[src/rtl/pctl_pkg.sv]
package pctl_pkg;

    localparam int CFG_W = 6;

    typedef enum logic [2:0] {
        CL2_EDGE_IN,
        CL2_HANDSHAKE,
        CL2_STROBE,
        CL2_DRIVE_LOW,
        CL2_DRIVE_HIGH
    } cl2_mode_e;

    typedef struct packed {
        logic      cl1_ie;
        logic      cl1_rise;
        logic      cl2_ie;
        logic      cl2_rise;
        logic      cl2_drive;
        cl2_mode_e cl2_mode;
    } ctl_cfg_t;

    function automatic ctl_cfg_t decode_cfg(input logic [CFG_W-1:0] c);
        ctl_cfg_t d;
        d.cl1_ie    = c[0];
        d.cl1_rise  = c[1];
        d.cl2_ie    = c[3];
        d.cl2_rise  = c[4];
        d.cl2_drive = c[5];
        case (c[5:3])
            3'b100:  d.cl2_mode = CL2_HANDSHAKE;
            3'b101:  d.cl2_mode = CL2_STROBE;
            3'b110:  d.cl2_mode = CL2_DRIVE_LOW;
            3'b111:  d.cl2_mode = CL2_DRIVE_HIGH;
            default: d.cl2_mode = CL2_EDGE_IN;
        endcase
        return d;
    endfunction

endpackage

[src/rtl/pctl_edge_det.sv]
module pctl_edge_det #(
    parameter int STAGES = 2
) (
    input  logic clk,
    input  logic rst,
    input  logic pin,
    input  logic rise_sel,
    output logic act
);
    localparam int LAST = STAGES - 1;

    logic [LAST:0] sync_q;
    logic          prev_q;

    generate
        if (STAGES == 1) begin : g_one
            always_ff @(posedge clk) begin
                if (rst) sync_q <= '1;
                else     sync_q <= pin;
            end
        end else begin : g_chain
            always_ff @(posedge clk) begin
                if (rst) sync_q <= '1;
                else     sync_q <= {sync_q[LAST-1:0], pin};
            end
        end
    endgenerate

    always_ff @(posedge clk) begin
        if (rst) prev_q <= 1'b1;
        else     prev_q <= sync_q[LAST];
    end

    always_comb begin
        if (rise_sel) act = sync_q[LAST] & ~prev_q;
        else          act = ~sync_q[LAST] & prev_q;
    end


    edge_changes_level_chk: assert property (@(posedge clk) disable iff (rst)
        act |=> (prev_q == rise_sel || $past(rise_sel) != rise_sel));

endmodule

[src/rtl/pctl_flag.sv]
module pctl_flag (
    input  logic clk,
    input  logic rst,
    input  logic set,
    input  logic clr,
    input  logic hold_zero,
    output logic q
);
    always_ff @(posedge clk) begin
        if (rst)            q <= 1'b0;
        else if (hold_zero) q <= 1'b0;
        else if (set)       q <= 1'b1;
        else if (clr)       q <= 1'b0;
    end


    set_wins_chk: assert property (@(posedge clk) disable iff (rst)
        (set && !hold_zero) |=> q);


    clear_chk: assert property (@(posedge clk) disable iff (rst)
        (clr && !set) |=> !q);


    hold_zero_chk: assert property (@(posedge clk) disable iff (rst)
        hold_zero |=> !q);

endmodule

[src/rtl/pctl_cl2_drive.sv]
module pctl_cl2_drive
    import pctl_pkg::*;
#(
    parameter bit IS_PORT_B = 1'b0
) (
    input  logic      clk,
    input  logic      rst,
    input  cl2_mode_e mode,
    input  logic      data_rd,
    input  logic      data_wr,
    input  logic      cl1_act,
    output logic      cl2_out
);
    logic strobe;
    logic hs_q;
    logic pulse_q;

    generate
        if (IS_PORT_B) begin : g_write_side
            assign strobe = data_wr;
        end else begin : g_read_side
            assign strobe = data_rd;
        end
    endgenerate

    always_ff @(posedge clk) begin
        if (rst)          hs_q <= 1'b1;
        else if (cl1_act) hs_q <= 1'b1;
        else if (strobe)  hs_q <= 1'b0;
    end

    always_ff @(posedge clk) begin
        if (rst) pulse_q <= 1'b0;
        else     pulse_q <= strobe;
    end

    always_comb begin
        case (mode)
            CL2_HANDSHAKE:  cl2_out = hs_q;
            CL2_STROBE:     cl2_out = ~pulse_q;
            CL2_DRIVE_LOW:  cl2_out = 1'b0;
            default:        cl2_out = 1'b1;
        endcase
    end


    hs_set_chk: assert property (@(posedge clk) disable iff (rst)
        cl1_act |=> hs_q);


    hs_clr_chk: assert property (@(posedge clk) disable iff (rst)
        (strobe && !cl1_act) |=> !hs_q);


    strobe_low_chk: assert property (@(posedge clk) disable iff (rst)
        (strobe && mode == CL2_STROBE) |=> (mode != CL2_STROBE || !cl2_out));

endmodule

[src/rtl/pctl_side.sv]
module pctl_side
    import pctl_pkg::*;
#(
    parameter bit IS_PORT_B   = 1'b0,
    parameter int SYNC_STAGES = 2
) (
    input  logic             clk,
    input  logic             rst,
    input  logic [CFG_W-1:0] cfg,
    input  logic             data_rd,
    input  logic             data_wr,
    input  logic             cl1_pin,
    input  logic             cl2_in,
    output logic             cl2_out,
    output logic             cl2_oe,
    output logic             flag_cl1,
    output logic             flag_cl2,
    output logic             irq_n
);
    ctl_cfg_t dcfg;
    logic     cl1_act;
    logic     cl2_act;
    logic     drv_val;

    assign dcfg = decode_cfg(cfg);

    pctl_edge_det #(.STAGES(SYNC_STAGES)) u_cl1_edge (
        .clk      (clk),
        .rst      (rst),
        .pin      (cl1_pin),
        .rise_sel (dcfg.cl1_rise),
        .act      (cl1_act)
    );

    pctl_edge_det #(.STAGES(SYNC_STAGES)) u_cl2_edge (
        .clk      (clk),
        .rst      (rst),
        .pin      (cl2_in),
        .rise_sel (dcfg.cl2_rise),
        .act      (cl2_act)
    );

    pctl_flag u_flag_cl1 (
        .clk       (clk),
        .rst       (rst),
        .set       (cl1_act),
        .clr       (data_rd),
        .hold_zero (1'b0),
        .q         (flag_cl1)
    );

    pctl_flag u_flag_cl2 (
        .clk       (clk),
        .rst       (rst),
        .set       (cl2_act),
        .clr       (data_rd),
        .hold_zero (dcfg.cl2_drive),
        .q         (flag_cl2)
    );

    pctl_cl2_drive #(.IS_PORT_B(IS_PORT_B)) u_cl2_drive (
        .clk     (clk),
        .rst     (rst),
        .mode    (dcfg.cl2_mode),
        .data_rd (data_rd),
        .data_wr (data_wr),
        .cl1_act (cl1_act),
        .cl2_out (drv_val)
    );

    assign cl2_oe  = dcfg.cl2_drive;
    assign cl2_out = dcfg.cl2_drive ? drv_val : 1'b1;
    assign irq_n   = ~((flag_cl1 & dcfg.cl1_ie) |
                       (flag_cl2 & dcfg.cl2_ie & ~dcfg.cl2_drive));


    irq_fire_chk: assert property (@(posedge clk) disable iff (rst)
        (flag_cl1 && cfg[0]) |-> !irq_n);


    irq_quiet_chk: assert property (@(posedge clk) disable iff (rst)
        (!cfg[0] && (cfg[5] || !cfg[3])) |-> irq_n);

endmodule

[config.mk]
export PLATFORM = sky130hd
export DESIGN_NAME = pctl_side
export DESIGN_NICKNAME = d
export VERILOG_FILES = /design/src/rtl/pctl_pkg.sv /design/src/rtl/pctl_edge_det.sv /design/src/rtl/pctl_flag.sv /design/src/rtl/pctl_cl2_drive.sv /design/src/rtl/pctl_side.sv
export SDC_FILE = /design/constraint.sdc
export NUM_CORES = 1
export LEC_CHECK = 0
export BUFFER_PORTS_ARGS = -buffer_cell sky130_fd_sc_hd__buf_2
export CAP_MARGIN = 30
export CELL_PAD_IN_SITES_DETAIL_PLACEMENT = 0
export CELL_PAD_IN_SITES_GLOBAL_PLACEMENT = 1
export CORE_AREA = 2 2 39 41
export DETAILED_ROUTE_END_ITERATION = 6
export DIE_AREA = 0 0 41 43
export GPL_TIMING_DRIVEN = 0
export HOLD_SLACK_MARGIN = 0.03
export PLACE_DENSITY_LB_ADDON = 0.15
export SLEW_MARGIN = 25
export SYNTH_ARGS = -nofsm -noshare
export SYNTH_HDL_FRONTEND = slang
export SYNTH_SLANG_ARGS = --single-unit
[constraint.sdc]
create_clock -name clk -period 1.05 [get_ports clk]
set_input_delay 0.1575 -clock clk [delete_from_list [all_inputs] [get_ports clk]]
set_output_delay 0.1575 -clock clk [all_outputs]
set_load 0.1 [all_outputs]
# Word level (Yosys, flattened, before mapping)
# Index checks and enable logic that the tools add are counted.
# classes
n_eq_ne	7
muxes	8
n_bitwise	15
n_reduce_logical	4
# ops
cell	count
3-bit == test, second input constant	4
3-bit one-hot mux with 4 select lines	1
1-bit bitwise AND	7
1-bit inverter	7
3-bit by 2-bit == test with 1-bit output, second input constant	2
1-bit two-way mux	6
2-bit nonzero test	2
2-bit OR reduction	2
3-bit by 1-bit == test with 1-bit output, second input constant	1
1-bit one-hot mux with 3 select lines	1
1-bit bitwise OR	1
# word_totals
reg_bits	10
input_bits	12

# Longest topological paths before layout
# logic_depth
ltp_word	5
ltp_mapped	3
depth_no_buf	3

# Modules after synthesis
# From an unflattened synthesis, not the netlist that was laid out.
# unflattened
cells_unflattened	44
area_unflattened_um2	424.2
# modules_own_cells
mod	instances	cells_per_inst	area_each_um2	seq_area_each_um2
pctl_edge_det	2	9	101.3	60.1
pctl_flag	2	4	45.0	20.0
pctl_cl2_drive	1	9	77.6	40.0
pctl_side	1	9	53.8	0.0

# Least setup slack after synthesis
# OpenSTA, ideal clock, no wires.
# synth_path
path_type	flip-flop to output port
start	reg u_flag_cl2.q
end	out irq_n
arrival_time_ns	2.443
required_time_ns	0.892
slack_ns	-1.550
path_stages_with_launch	2
n_path_buf	0
path_cell_list	dfxtp_1 > a32oi_1
# synth_via
elab_chain_len	4
# synth_lines
item	line	rtl
start, declared	pctl_flag.sv:7	output logic q
start signal, assigned	pctl_flag.sv:10	if (rst) q <= 1'b0;
start signal, assigned	pctl_flag.sv:11	else if (hold_zero) q <= 1'b0;
start signal, assigned	pctl_flag.sv:12	else if (set) q <= 1'b1;
1-bit bitwise AND (2 in series)	pctl_side.sv:74	(flag_cl2 & dcfg.cl2_ie & ~dcfg.cl2_drive));
1-bit bitwise OR	pctl_side.sv:73	assign irq_n = ~((flag_cl1 & dcfg.cl1_ie) |
1-bit inverter	pctl_side.sv:73	
end, declared	pctl_side.sv:18	output logic irq_n
# Every way passes these cells.

# Worst setup path in the final report
# layout_path
start	reg u_cl2_drive.hs_q
end	out cl2_out
# layout_via
elab_chain_len	2
# layout_lines
item	line	rtl
start, declared	pctl_cl2_drive.sv:15	logic hs_q;
start signal, assigned	pctl_cl2_drive.sv:27	if (rst) hs_q <= 1'b1;
start signal, assigned	pctl_cl2_drive.sv:28	else if (cl1_act) hs_q <= 1'b1;
start signal, assigned	pctl_cl2_drive.sv:29	else if (strobe) hs_q <= 1'b0;
1-bit one-hot mux with 3 select lines	pctl_cl2_drive.sv:38	case (mode)
1-bit two-way mux	pctl_side.sv:72	assign cl2_out = dcfg.cl2_drive ? drv_val : 1'b1;
end, declared	pctl_side.sv:14	output logic cl2_out,
# Every way passes these cells.

==> run summary <==
DR vias/cell = 4.20
Register area share after synthesis = 55.7%
Met1 Usage GRT = 11.4%
Fillers = 141
Crit. End Element = primary output
# diodes = 0
FP Rows = 14
Netlist Area Pre-Place = 359 µm²
Synth Register Bits = 10
Mux contribution to synthesized area = 0%
Share of layout cells above drive strength 1 = 60.0%
Vias = 298
Final cell count without fillers = 71
Top-area cell type share of the netlist area = 55.7%
Crit Path Max Fanout = 2
Hold_sp = cl1_pin
Post-placement cell count = 67
Core Region = 1380 µm²
Die Area = 1760 µm²
Clk_skew = 0.000354 ns
Wirelength per Cell = 9.35 µm
Met3 Usage GRT = 3.14%
Storage cell area = 209 µm²
Root Driver = clkbuf_4
FF-to-FF Start = u_cl1_edge.prev_q$_SDFF_PP1_
Fin. Hold Viols = 0
Iter 0 DRT Violations = 2
Pwr Total = 0.000887 W
Final Cycle Share = 124%
Met2 GRT Util = 11.9%
PortBufs = 13
Hold depth = 2
Global routing's busiest layer = met2
Violated checks = negative setup slack
Yosys warns = 0
Hold Path End = u_cl1_edge.sync_q[0]$_SDFF_PP1_
I/O Pins = 17
Worst-Skew Late Latency = 0.26 ns
CP startpoint kind = flip-flop
Final critical-path required period = 1.30 ns
Worst hold path type = input port to flip-flop
Synth Area in Compound Gates = 12.5%
Antenna violations before repair = 0
Max Root-Sink Buffers = 2
Vias in the first global route = 244
Die height = 43 µm
Worst-Margin Slew = 0.484 ns
Final Util = 41.3%
Synth Net Count = 50
Area of the multi-input gates = 179 µm²
Detailed Place HPWL = 503 µm
Clock tree from TritonCTS = done
CP peak stage delay = 0.32 ns
Commonest non-fill, non-tap cell in the layout = buf_2
Synthesized area per cell = 9.45 µm²
Leakage power total = 0.251 nW
Routed Antenna Nets = 0
Routed wire length = 664 µm
1st-pass router iterations = 4
Simple-gate share of the synthesized area = 26.1%
Clock Pin Slew Worst Setup and Hold Paths = 0.07 ns
Pins Over Slew Limit = 0
Largest net degree at the start of global routing = 11
Setup CP Type = flip-flop to primary output
Xor/xnor share of the synthesized area = 0%
Critical R2R Capture = u_flag_cl1.q$_SDFFE_PP0P_
Unrepaired setup endpoints after global routing = true
Area Growth Syn to Fin = 59.2%
Cell count after synthesis = 38
GRT Total Usage = 8.88%
Max-Cap Viols = 0
Ordered cell list for the critical path = nor2b_4 > o22ai_2 > nand2_4 > buf_12
Post-CTS setup buffer count = 0
Arrival time at the worst endpoint = 1.14 ns
Yosys top cell by area = dfxtp_1
Req. time, crit path = 0.89 ns
Clock Sink Count = 10
Global route overflow = 0
Status = finished, violations left
Layout Nets = 68
CP max-delay cell = dfxtp_2
Netlist cell types = 14
DP Area = 478 µm²
CTS Buf Count = 3
Initial Util = 25.9%
Top cells by area, synth = dfxtp_1 56%, or2_2 10%, nand2_1 6.3%
R2R cell count = 3
Die width = 41 µm
Design area = 572 µm²
Commonest non-fill, non-tap cells in the layout = 9 x buf_2, 7 x dfxtp_1, 6 x or2_2, 5 x nand2_1
Worst hold slack = 0.0739 ns
Max Freq = 770 MHz
Largest family of logic cells by synthesized area = simple AND/OR/NAND/NOR gates
DR DRC count = 0
Pwr Density = 1550 nW/µm²
Gp weighted congestion = 0.586
Final setup margin = -0.249 ns
Setup violators final = 2
First-pass GRT wire length = 993 µm
H-tree depth = 1
VDD IR max = 0.748 mV
Slew headroom = 67.9%
Reg2reg setup slack = 0.21 ns
Post-Synth Adder-Cell Area = 0%
## layer usage
metal	wire, µm	vias to the layer above
met2	305	14
li1	-	156
met1	288	126
met4	9	0
met5	0	-
met3	60	2
## per-stage QoR
step	TNS (ns)	setup WS, ns
floorplan	-0.221	-0.221
global placement	-0.267	-0.141
detailed placement	-0.294	-0.153
CTS	-0.362	-0.229
global route	-0.444	-0.283
finish	-0.379	-0.249
## logic make-up (layout without fill, tap and decap cells)
family	Yosys count	count (layout)
AOI/OAI and AO/OA	6	6
and+or+nand+nor	18	18
buffers and inverters	4	21
DFF	10	10
## critical path: cells and delay by family, from the launching register on
family	cells	cell delay, ns
buf+inv	1	0.17
compound gates	1	0.21
simple gates	2	0.19
flops	1	0.32
## area by class of cell
type / count / share of cell area (%)
flip-flops and latches: 10 / 36.5
repair buffers: 13 / 18.8
multi-input cells: 24 / 31.3
inverters: 2 / 1.31
clock buffers: 4 / 6.35
plain buffers: 2 / 2.19
well taps: 16 / 3.50
## how the worst max path moves through the flow
| stage | start | endpoint | slack (ns) | cells past startpoint |
|---|---|---|---|---|
| 2_1_floorplan | u_flag_cl1.q$_SDFFE_PP0P_ | irq_n | -0.22 | 1 |
| 3_3_place_gp | u_cl2_drive.hs_q$_SDFFE_PP1P_ | cl2_out | -0.14 | 4 |
| 3_5_place_dp | u_cl2_drive.hs_q$_SDFFE_PP1P_ | cl2_out | -0.15 | 4 |
| 4_1_cts | u_cl2_drive.hs_q$_SDFFE_PP1P_ | cl2_out | -0.23 | 4 |
| 5_1_grt | u_cl2_drive.hs_q$_SDFFE_PP1P_ | cl2_out | -0.28 | 4 |
| 6_report | u_cl2_drive.hs_q$_SDFFE_PP1P_ | cl2_out | -0.25 | 4 |
## repair_timing
action / in CTS / in global routing
hold buffers: 0 / 0
setup endpoints to repair: 4 / 2
resized for setup: 13 / 3
pin swaps: 0 / 2
## state kept, by name, summed over array words and instances, names as in the netlist
| signal | cells |
|---|---|
| u_cl2_drive.pulse_q | 1 |
| u_cl1_edge.prev_q | 1 |
| u_cl2_drive.hs_q | 1 |
| u_flag_cl2.q | 1 |
| u_cl2_edge.sync_q | 2 |
| u_cl2_edge.prev_q | 1 |
| u_flag_cl1.q | 1 |
| u_cl1_edge.sync_q | 2 |
## report_power, final
group          total, W  internal (W)  switching [W]
Clock          0.000339      0.000210       0.000129
Sequential     0.000401      0.000393     0.00000799
Combinational  0.000147     0.0000547      0.0000922
## cells in the mapped netlist
| library cell | n |
|---|---|
| and3b_1 | 1 |
| nand2_1 | 6 |
| clkbuf_2 | 1 |
| o22ai_1 | 1 |
| or2_2 | 6 |
| nand3b_1 | 1 |
| a21oi_1 | 3 |
| buf_4 | 1 |
| a32oi_1 | 1 |
| inv_1 | 2 |
| nor2b_1 | 1 |
| dfxtp_1 | 10 |
| a311oi_2 | 1 |
| nor2_1 | 3 |
No activity file was read; power rests on OpenSTA's default activity.
